## src/rtl/alu8_pkg.sv

```systemverilog
package alu8_pkg;

  localparam int DATA_W = 8;
  localparam int NIB_W  = 4;
  localparam int OP_W   = 5;

  typedef enum logic [OP_W-1:0] {
    OP_ADD = 5'd0,  OP_ADC = 5'd1,  OP_SUB = 5'd2,  OP_SBB = 5'd3,
    OP_CMP = 5'd4,  OP_AND = 5'd5,  OP_XOR = 5'd6,  OP_OR  = 5'd7,
    OP_INC = 5'd8,  OP_DEC = 5'd9,  OP_RLC = 5'd10, OP_RRC = 5'd11,
    OP_RAL = 5'd12, OP_RAR = 5'd13, OP_CMA = 5'd14, OP_STC = 5'd15,
    OP_CMC = 5'd16, OP_DAA = 5'd17
  } aluOp_e;

  // strobes from control to datapath
  typedef struct packed {
    logic       doArith;
    logic       doSub;
    logic       useCy;
    logic       doCmp;
    logic       doLogic;
    logic [1:0] logicSel;  // 0 and, 1 xor, 2 or
    logic       doInc;
    logic       doDec;
    logic       doRot;
    logic [1:0] rotSel;    // 0 left circ, 1 right circ, 2 left thru, 3 right thru
    logic       doCma;
    logic       doStc;
    logic       doCmc;
    logic       doDaa;
  } aluStb_t;

  typedef struct packed {
    logic s;
    logic z;
    logic ac;
    logic p;
    logic cy;
  } aluFlags_t;

endpackage

```

## src/rtl/alu8_ctrl.sv

```systemverilog
module alu8_ctrl
  import alu8_pkg::*;
(
  input  logic [OP_W-1:0] opCode,
  output aluStb_t         stb
);

  aluOp_e op;
  assign op = aluOp_e'(opCode);

  always_comb begin
    stb = '0;
    case (op)
      OP_ADD: stb.doArith = 1'b1;
      OP_ADC: begin stb.doArith = 1'b1; stb.useCy = 1'b1; end
      OP_SUB: begin stb.doArith = 1'b1; stb.doSub = 1'b1; end
      OP_SBB: begin stb.doArith = 1'b1; stb.doSub = 1'b1; stb.useCy = 1'b1; end
      OP_CMP: begin stb.doArith = 1'b1; stb.doSub = 1'b1; stb.doCmp = 1'b1; end
      OP_AND: begin stb.doLogic = 1'b1; stb.logicSel = 2'd0; end
      OP_XOR: begin stb.doLogic = 1'b1; stb.logicSel = 2'd1; end
      OP_OR:  begin stb.doLogic = 1'b1; stb.logicSel = 2'd2; end
      OP_INC: stb.doInc = 1'b1;
      OP_DEC: stb.doDec = 1'b1;
      OP_RLC: begin stb.doRot = 1'b1; stb.rotSel = 2'd0; end
      OP_RRC: begin stb.doRot = 1'b1; stb.rotSel = 2'd1; end
      OP_RAL: begin stb.doRot = 1'b1; stb.rotSel = 2'd2; end
      OP_RAR: begin stb.doRot = 1'b1; stb.rotSel = 2'd3; end
      OP_CMA: stb.doCma = 1'b1;
      OP_STC: stb.doStc = 1'b1;
      OP_CMC: stb.doCmc = 1'b1;
      OP_DAA: stb.doDaa = 1'b1;
      default: stb = '0;
    endcase
  end

  // at most one operation class active
  always_comb begin
    class_onehot_chk: assert ($onehot0({stb.doArith, stb.doLogic, stb.doInc, stb.doDec,
                                        stb.doRot, stb.doCma, stb.doStc, stb.doCmc,
                                        stb.doDaa}));
  end

endmodule

```

## src/rtl/alu8_dp.sv

```systemverilog
module alu8_dp
  import alu8_pkg::*;
(
  input  logic              clk,
  input  logic              rstN,
  input  aluStb_t           stb,
  input  logic [DATA_W-1:0] accIn,
  input  logic [DATA_W-1:0] operand,
  input  logic              flagWe,
  input  logic              altMode,
  output logic [DATA_W-1:0] result,
  output aluFlags_t         flagQ
);

  aluFlags_t         nextF;
  logic [DATA_W:0]   sum9;
  logic [NIB_W:0]    nib5;
  logic [DATA_W:0]   daa1;
  logic [DATA_W:0]   daa2;
  logic [DATA_W-1:0] tmp;
  logic              cin;
  logic              lowAdj;
  logic              hiAdj;

  always_comb begin
    result = accIn;
    nextF  = flagQ;
    cin    = stb.useCy & flagQ.cy;
    sum9   = '0;
    nib5   = '0;
    daa1   = '0;
    daa2   = '0;
    tmp    = '0;
    lowAdj = 1'b0;
    hiAdj  = 1'b0;

    if (stb.doArith) begin
      if (stb.doSub) begin
        sum9 = {1'b0, accIn} - {1'b0, operand} - {{DATA_W{1'b0}}, cin};
        nib5 = {1'b0, accIn[NIB_W-1:0]} - {1'b0, operand[NIB_W-1:0]} - {{NIB_W{1'b0}}, cin};
      end else begin
        sum9 = {1'b0, accIn} + {1'b0, operand} + {{DATA_W{1'b0}}, cin};
        nib5 = {1'b0, accIn[NIB_W-1:0]} + {1'b0, operand[NIB_W-1:0]} + {{NIB_W{1'b0}}, cin};
      end
      if (!stb.doCmp) result = sum9[DATA_W-1:0];
      nextF.cy = sum9[DATA_W];
      nextF.ac = nib5[NIB_W];
      nextF.s  = sum9[DATA_W-1];
      nextF.z  = (sum9[DATA_W-1:0] == '0);
      nextF.p  = altMode ? 1'b0 : ~^sum9[DATA_W-1:0];
    end

    if (stb.doLogic) begin
      case (stb.logicSel)
        2'd0:    tmp = accIn & operand;
        2'd1:    tmp = accIn ^ operand;
        default: tmp = accIn | operand;
      endcase
      result   = tmp;
      nextF.cy = 1'b0;
      nextF.ac = 1'b0;
      nextF.s  = tmp[DATA_W-1];
      nextF.z  = (tmp == '0);
      nextF.p  = ~^tmp;
    end

    if (stb.doInc || stb.doDec) begin
      tmp     = stb.doInc ? operand + 1'b1 : operand - 1'b1;
      result  = tmp;
      nextF.s = tmp[DATA_W-1];
      nextF.z = (tmp == '0);
      nextF.p = altMode ? 1'b0 : ~^tmp;
    end

    if (stb.doRot) begin
      case (stb.rotSel)
        2'd0: begin result = {accIn[DATA_W-2:0], accIn[DATA_W-1]}; nextF.cy = accIn[DATA_W-1]; end
        2'd1: begin result = {accIn[0], accIn[DATA_W-1:1]};        nextF.cy = accIn[0]; end
        2'd2: begin result = {accIn[DATA_W-2:0], flagQ.cy};        nextF.cy = accIn[DATA_W-1]; end
        default: begin result = {flagQ.cy, accIn[DATA_W-1:1]};     nextF.cy = accIn[0]; end
      endcase
    end

    if (stb.doCma) result = ~accIn;
    if (stb.doStc) nextF.cy = 1'b1;
    if (stb.doCmc) nextF.cy = ~flagQ.cy;

    if (stb.doDaa) begin
      lowAdj   = (accIn[NIB_W-1:0] > 4'd9) || flagQ.ac;
      nib5     = {1'b0, accIn[NIB_W-1:0]} + 5'd6;
      daa1     = {1'b0, accIn} + (lowAdj ? 9'd6 : 9'd0);
      hiAdj    = (daa1[DATA_W-1:NIB_W] > 4'd9) || daa1[DATA_W] || flagQ.cy;
      daa2     = {1'b0, daa1[DATA_W-1:0]} + (hiAdj ? 9'h060 : 9'h000);
      result   = daa2[DATA_W-1:0];
      nextF.ac = lowAdj & nib5[NIB_W];
      nextF.cy = flagQ.cy | daa1[DATA_W] | daa2[DATA_W];
      nextF.s  = daa2[DATA_W-1];
      nextF.z  = (daa2[DATA_W-1:0] == '0);
      nextF.p  = ~^daa2[DATA_W-1:0];
    end
  end

  always_ff @(posedge clk or negedge rstN) begin
    if (!rstN)       flagQ <= '0;
    else if (flagWe) flagQ <= nextF;
  end


  we_hold_chk: assert property (@(posedge clk) disable iff (!rstN)
    !flagWe |=> flagQ == $past(flagQ));


  incdec_keep_chk: assert property (@(posedge clk) disable iff (!rstN)
    flagWe && (stb.doInc || stb.doDec) |=> flagQ.cy == $past(flagQ.cy) && flagQ.ac == $past(flagQ.ac));


  logic_clear_chk: assert property (@(posedge clk) disable iff (!rstN)
    flagWe && stb.doLogic |=> !flagQ.cy && !flagQ.ac);


  alt_parity_chk: assert property (@(posedge clk) disable iff (!rstN)
    flagWe && altMode && (stb.doArith || stb.doInc || stb.doDec) |=> !flagQ.p);


  cmp_result_chk: assert property (@(posedge clk) disable iff (!rstN)
    stb.doCmp |-> result == accIn);


  cma_flags_chk: assert property (@(posedge clk) disable iff (!rstN)
    flagWe && stb.doCma |=> $stable(flagQ));


  stc_set_chk: assert property (@(posedge clk) disable iff (!rstN)
    flagWe && stb.doStc |=> flagQ.cy);

endmodule

```

## src/rtl/alu8_core.sv

```systemverilog
module alu8_core
  import alu8_pkg::*;
(
  input  logic              clk,
  input  logic              rstN,
  input  logic [OP_W-1:0]   opCode,
  input  logic [DATA_W-1:0] accIn,
  input  logic [DATA_W-1:0] operand,
  input  logic              flagWe,
  input  logic              altMode,
  output logic [DATA_W-1:0] result,
  output logic              flagS,
  output logic              flagZ,
  output logic              flagAc,
  output logic              flagP,
  output logic              flagCy
);

  aluStb_t   stb;
  aluFlags_t flags;

  alu8_ctrl u_ctrl (
    .opCode (opCode),
    .stb    (stb)
  );

  alu8_dp u_dp (
    .clk     (clk),
    .rstN    (rstN),
    .stb     (stb),
    .accIn   (accIn),
    .operand (operand),
    .flagWe  (flagWe),
    .altMode (altMode),
    .result  (result),
    .flagQ   (flags)
  );

  assign flagS  = flags.s;
  assign flagZ  = flags.z;
  assign flagAc = flags.ac;
  assign flagP  = flags.p;
  assign flagCy = flags.cy;

endmodule

```

## config.mk

```make
export PLATFORM = sky130hd
export DESIGN_NAME = alu8_core
export DESIGN_NICKNAME = d
export VERILOG_FILES = /design/src/rtl/alu8_pkg.sv /design/src/rtl/alu8_ctrl.sv /design/src/rtl/alu8_dp.sv /design/src/rtl/alu8_core.sv
export SDC_FILE = /design/constraint.sdc
export NUM_CORES = 1
export LEC_CHECK = 0
export BUFFER_PORTS_ARGS = -buffer_cell sky130_fd_sc_hd__buf_2
export CAP_MARGIN = 15
export CORE_MARGIN = 4
export CORE_UTILIZATION = 55
export DETAILED_ROUTE_END_ITERATION = 16
export PLACE_DENSITY = 0.79
export SLEW_MARGIN = 20
export SYNTH_ARGS = -nofsm -noshare
export SYNTH_HDL_FRONTEND = slang
export SYNTH_SLANG_ARGS = --single-unit
export TNS_END_PERCENT = 1
```

## constraint.sdc

```tcl
create_clock -name clk -period 5.2 [get_ports clk]
set_clock_uncertainty 0.1 [all_clocks]
set_input_delay 1.04 -clock clk [delete_from_list [all_inputs] [get_ports clk]]
set_output_delay 1.04 -clock clk [all_outputs]
set_load 0.05 [all_outputs]
```

==> results of run 1 <==
[metal layers]
metal,global-route usage [%],vias to the layer above,part of all wire (%)
li1,-,1844,-
met1,41.3,1833,42
met2,50.3,207,47
met3,2.37,33,7.6
met4,12.3,0,3.4
met5,0,-,0
[worst max-delay path: stages]
cell and delay (ps):
buf_2 90, or2_4 130, nor2_4 30, nand3_2 80
inv_2 40, fa_1 550, buf_6 120, inv_1 30
ha_1 180, or2_4 250, fa_2 340, o21a_1 220
o221a_2 260, xnor2_1 190, nor2_2 80, o21ai_2 230
a21oi_4 80, buf_6 160
[logic make-up (layout without fill, tap and decap cells)]
kind of cell	after synthesis	in the layout	synth area share (%)
flip-flops	5	5	3.63
multiplexers	13	13	3.78
AND/OR/NAND/NOR	136	136	21.8
adder cells (fa/ha/maj)	63	63	24.4
AO/OA/AOI/OAI	157	157	30.7
XOR/XNOR	30	30	8.25
buffers and inverters	60	126	7.38
[cell usage in the layout (no fill, tap or decap), types with 4 or more instances in the layout]
cell type / n
buf_2: 28
o31ai_1: 4
a211oi_1: 11
xnor2_1: 16
buf_6: 7
buf_4: 45
inv_1: 36
xor2_1: 9
o22ai_1: 5
nand3b_1: 4
fa_1: 4
nor2_1: 35
nand2_1: 22
nor2b_1: 5
or3_1: 5
nand3_1: 5
a21o_1: 8
nand2b_1: 10
a21oi_1: 29
o21ai_1: 7
mux2i_1: 13
nor3_1: 8
dfrtp_1: 5
ha_1: 53
o211ai_1: 7
nand4_1: 7
a211oi_2: 4
a31oi_1: 6
o21ai_0: 30
[per-stage QoR]
stage | TNS [ps] | hold slack [ps]
after global placement | -692 | 357
after CTS | -190 | 372
after global routing | -581 | 405
after detailed placement | -987 | 365
final | -105 | 368
after floorplan | -634 | 644
[power by group]
| group | internal, uW | switching (uW) | leakage (uW) |
|---|---|---|---|
| combinational | 292 | 382 | 0.00187 |
| sequential | 47.4 | 4.70 | 0.0000623 |
| clock | 52.7 | 19.9 | 0.0000228 |
| total | 392 | 407 | 0.00196 |
[worst max-delay path by stage]
stage	cells after the start	slack (ps)	end	startpoint
after floorplan	15	-180	result[6]	opCode[3]
after global placement	19	-270	result[6]	accIn[1]
after detailed placement	19	-380	result[6]	accIn[3]
after CTS	18	-60	result[4]	opCode[3]
after global routing	18	-200	result[6]	accIn[1]
final	18	-60	result[6]	opCode[3]
[area by class of cell]
type	count	area (um^2)
flip-flops and latches	5	125
fillers	482	1710
well taps	75	93.8
multi-input cells	399	3270
inverters	39	146
clock buffers	4	45.0
repair buffers	83	602
[what timing repair did]
item                       CTS  global route
resized for setup           24            27
setup buffers               10             1
setup endpoints to repair    5             6
pin swaps                   25            19
==> flow_summary.toml, run 1 <==
[route]
dr.pass1.iters = 5
wl_per_cell_um = 19.1
drt_iter0_drc = 419
antenna_left = 0
avgViaCountPerCell = 6.47
wirelength_um = 11600
vias = 3917
drc = 0

[critical_path]
reg2reg_slack_ps = 900
critPathKind = "primary input to output pin"
r2r_cells = 20
crit_path_start_kind = "primary input"
worstSetupEndpointType = "output pin"
crit_required_ps = 4060
r2r_start = "u_dp.flagQ[0]"
r2r-end = "u_dp.flagQ[1]"
critical_path.max_fanout = 3
cp.arrival_ps = 4120

[global_routing]
grt_max_degree = 44
globalRouteTotalUtil_pct = 30.6
grt_overflow = 0
grt_pass1_wl_um = 18600
antenna_found_initial = 0
grt_pass1_vias = 3676

[pwr]
total_power_uw = 799
ir_drop_mv = 0.202
powerDensity_nw_per_um2 = 187
power.leakage_uw = 0.00196

[flow_run]
cap_violations = 0

[timing]
rsz0062_at_grt = "true"
max_freq_mhz = 190
finalSetupViolCount = 2
period_share_pct = 101
fin_ws_ps = -59.1
hold_violations = 0
final_period_minus_worst_setup_slack_ps = 5260
slew_headroom_pct = 51.0
worst_slew_pin_slew_ps = 728
slew_violations = 0

[status]
violations = "setup timing"
status = "finished with violations"

[synth]
syn-num-nets = 552
synth.top_cells.by_area = "ha_1 20%, o21ai_0 5.1%, xnor2_1 4.6%"
yosysTopAreaCell = "ha_1"
synth_seq_cells = 5
synth.top_cell.area_share_pct = 20.3
synth_top_flop_cell = "dfrtp_1"
yosys.cell_count.top_type = "ha_1"
avgSynthCellArea_um2 = 7.42
syn_inst = 464
ys_seq_area_share_pct = 3.63
synthArstFlopShare_pct = 100
synth_warnings = 0
yosysUniqueCellTypes = 76
synthesis.area_um2 = 3440
synth_common_cells = "56 x ha_1, 39 x inv_1, 37 x nor2_1, 35 x o21ai_0, 31 x a21oi_1"
synth_edf_count = 0

[floorplan]
io_pins = 38
rows = 28
start_util_pct = 57.5
die_x_um = 87.1
die_h_um = 87.1
core_um2 = 5990
die_area_um2 = 7590

[place]
dp_hpwl_um = 9130
place.gp.congestion = 0.972
post-place-ws_ps = -376
place_area_um2 = 3980
dpl.cell_count = 592
io_buffer_count = 37

[finish]
regMostFlops = "u_dp.flagQ"
layoutNonFillerInstCount = 605
reg_top3 = "u_dp.flagQ (5)"
largest_reg_flops = 5
nNetsFinal = 619
final_area_um2 = 4280
diodes = 0
drive_gt1_share_pct = 26.0
fin_util_pct = 71.4
area_growth_pct = 24.3

[clock_tree]
clockBufferDepth = 2
cts_hold_buffers = 0
cts_buffers = 3
root_buffer = "clkbuf_8"
clk_pin_slew_worst_paths_ps = 30
cts.sink_count = 5
cts.htree.levels = 1
clk-insertion-delay-late_ps = 220
cts_tree = "yes"

[worst_hold_path]
hp-class = "flip-flop to flip-flop"
min_to = "u_dp.flagQ[1]"
hp-start = "u_dp.flagQ[1]"
holdPathStages = 2
Note: power is estimated with default switching activity, not from simulation.
==> run 2: changes to the inputs <==
--- a/config.mk
+++ b/config.mk
@@ -9,6 +9,7 @@
 export CAP_MARGIN = 15
 export CORE_MARGIN = 4
 export CORE_UTILIZATION = 55
+export CTS_BUF_LIST = sky130_fd_sc_hd__clkbuf_4 sky130_fd_sc_hd__clkbuf_8 sky130_fd_sc_hd__clkbuf_16
 export DETAILED_ROUTE_END_ITERATION = 16
 export PLACE_DENSITY = 0.79
 export SLEW_MARGIN = 20
==> run 2 against run 1 <==
The run still ends with setup timing left. Largest cell class unchanged. Clock-buffer cell count is the same. Die area is the same. Setup slack lost 24 ps. Final area grew 1.3%. Critical path type unchanged. Wire length grew 1.1%. Worst hold slack lost 2.2 ps. Sequential cell count is the same. Cell count grew 0.33%. Non-clock buffer count grew 2. Sequential power is essentially flat. Via count grew 0.28%. Fmax shrank 0.45%.
==> flow_summary.toml, run 2 (synthesized netlist as in run 1, its figures left out) <==
[clock_tree]
cts_tree = "yes"
root_buffer = "clkbuf_8"
cts_hold_buffers = 0
clk_pin_slew_worst_paths_ps = 30
cts_buffers = 3
cts.sink_count = 5
clk-insertion-delay-late_ps = 220
clockBufferDepth = 2
cts.htree.levels = 1

[timing]
max_freq_mhz = 189
rsz0062_at_grt = "true"
final_period_minus_worst_setup_slack_ps = 5280
fin_setup_tns_ps = -92.0
worst_slew_pin_slew_ps = 733
slew_headroom_pct = 50.6
fin_ws_ps = -82.8
hold_violations = 0
slew_violations = 0
period_share_pct = 102
finalSetupViolCount = 2

[global_routing]
globalRouteTotalUtil_pct = 30.6
grt_pass1_wl_um = 18600
antenna_found_initial = 0
grt_max_degree = 44
grt_overflow = 0
grt_pass1_vias = 3694

[floorplan]
io_pins = 38
start_util_pct = 57.5
die_x_um = 87.1
core_um2 = 5990
die_area_um2 = 7590
die_h_um = 87.1
rows = 28

[pwr]
ir_drop_mv = 0.244
power.leakage_uw = 0.00197
powerDensity_nw_per_um2 = 187
total_power_uw = 811

[finish]
largest_reg_flops = 5
final_cell_mix = "52 x ha_1, 45 x buf_4, 37 x inv_1"
layoutNonFillerInstCount = 607
fill_cells = 474
area_growth_pct = 25.8
fin_util_pct = 72.3
diodes = 0
regMostFlops = "u_dp.flagQ"
final_common_cell = "ha_1"
drive_gt1_share_pct = 27.1
nNetsFinal = 621
reg_top3 = "u_dp.flagQ (5)"

[status]
violations = "setup timing"
status = "finished with violations"

[route]
dr.pass1.iters = 5
drc = 0
avgViaCountPerCell = 6.47
wirelength_um = 11700
wl_per_cell_um = 19.3
antenna_left = 0
drt_iter0_drc = 458
vias = 3928

[critical_path]
r2r_cells = 20
crit_required_ps = 4060
critPathKind = "primary input to output pin"
cp.arrival_ps = 4140
slowest_stage = "fa_2"
critical_path.max_fanout = 3
path_cells = "buf_8 -> o21ai_4 -> nand2b_4 -> buf_4 -> ha_1 -> a21o_1 -> and4_4 -> nor4_4 -> a21oi_2 -> nor2_2 -> or3_4 -> ha_4 -> inv_1 -> fa_2 -> buf_4 -> nor2_1 -> a21oi_1 -> a21oi_4 -> buf_6"
slowest_delay_ps = 440
timing.critical_path.mode_cell = "buf_4"
crit_path_start_kind = "primary input"
worstSetupEndpointType = "output pin"

[place]
dp_hpwl_um = 9130
place.gp.congestion = 0.972
dpl.cell_count = 592
io_buffer_count = 37

[flow_run]
cap_violations = 0

[worst_hold_path]
holdPathStages = 2
hp-class = "flip-flop to flip-flop"
==> run 2: final timing paths <==
path	start	end	slack, ps
setup / recovery	accIn[1]	result[6]	-80
min in group asynchronous	rstN	u_dp.flagQ[3]	520
hold reg to reg	u_dp.flagQ[1]	u_dp.flagQ[1]	370
hold / removal	u_dp.flagQ[1]	u_dp.flagQ[1]	370
setup reg to reg	u_dp.flagQ[0]	u_dp.flagQ[1]	920
max in group asynchronous	rstN	u_dp.flagQ[1]	4350
==> run 2: final cells by class <==
type,count,area [um^2],area share (%)
Multi-Input combinational cell,399,3300,76.1
Timing Repair Buffer,85,621,14.3
Sequential cell,5,125,2.89
Inverter,39,146,3.38
Clock buffer,4,48.8,1.13
Tap cell,75,93.8,2.17
==> run 2: through the flow <==
| step | setup WS, ps | instance area [um^2] | hold slack, ps |
|---|---|---|---|
| 6_report | -82.8 | 4330 | 365 |
| 5_1_grt | -205 | 4330 | 405 |
| 4_1_cts | -63.4 | 4200 | 372 |
| 3_5_place_dp | -376 | 3980 | 365 |
| 2_1_floorplan | -179 | 3540 | 644 |
| 3_3_place_gp | -273 | 3980 | 357 |
==> run 2: critical path: cells and delay by family <==
family / cells / cell delay [ps]
compound gates: 5 / 680
fa+ha+maj: 3 / 870
buf+inv: 5 / 630
simple gates: 6 / 920
==> run 2: what timing repair did <==
action / CTS / global route
hold endpoints to repair: 0 / 0
pin swaps: 25 / 20
endpoints found under the setup margin: 5 / 6
setup buffers: 10 / 3
gates resized for setup: 24 / 34
==> run 2: per-layer routing <==
metal | vias to the layer above | wire (um) | track usage, %
li1 | 1845 | - | -
met4 | 0 | 472 | 12.3
met1 | 1821 | 4820 | 41.2
met3 | 41 | 1010 | 2.46
met5 | - | 0 | 0
met2 | 221 | 5400 | 50.4
==> run 2: report_power, final <==
group | leakage [uW] | internal [uW] | total, uW | switching, uW
Sequential | 0.0000623 | 47.4 | 52.1 | 4.68
Clock | 0.0000262 | 57.9 | 78.6 | 20.7
Combinational | 0.00188 | 296 | 680 | 384
Total | 0.00197 | 401 | 811 | 409
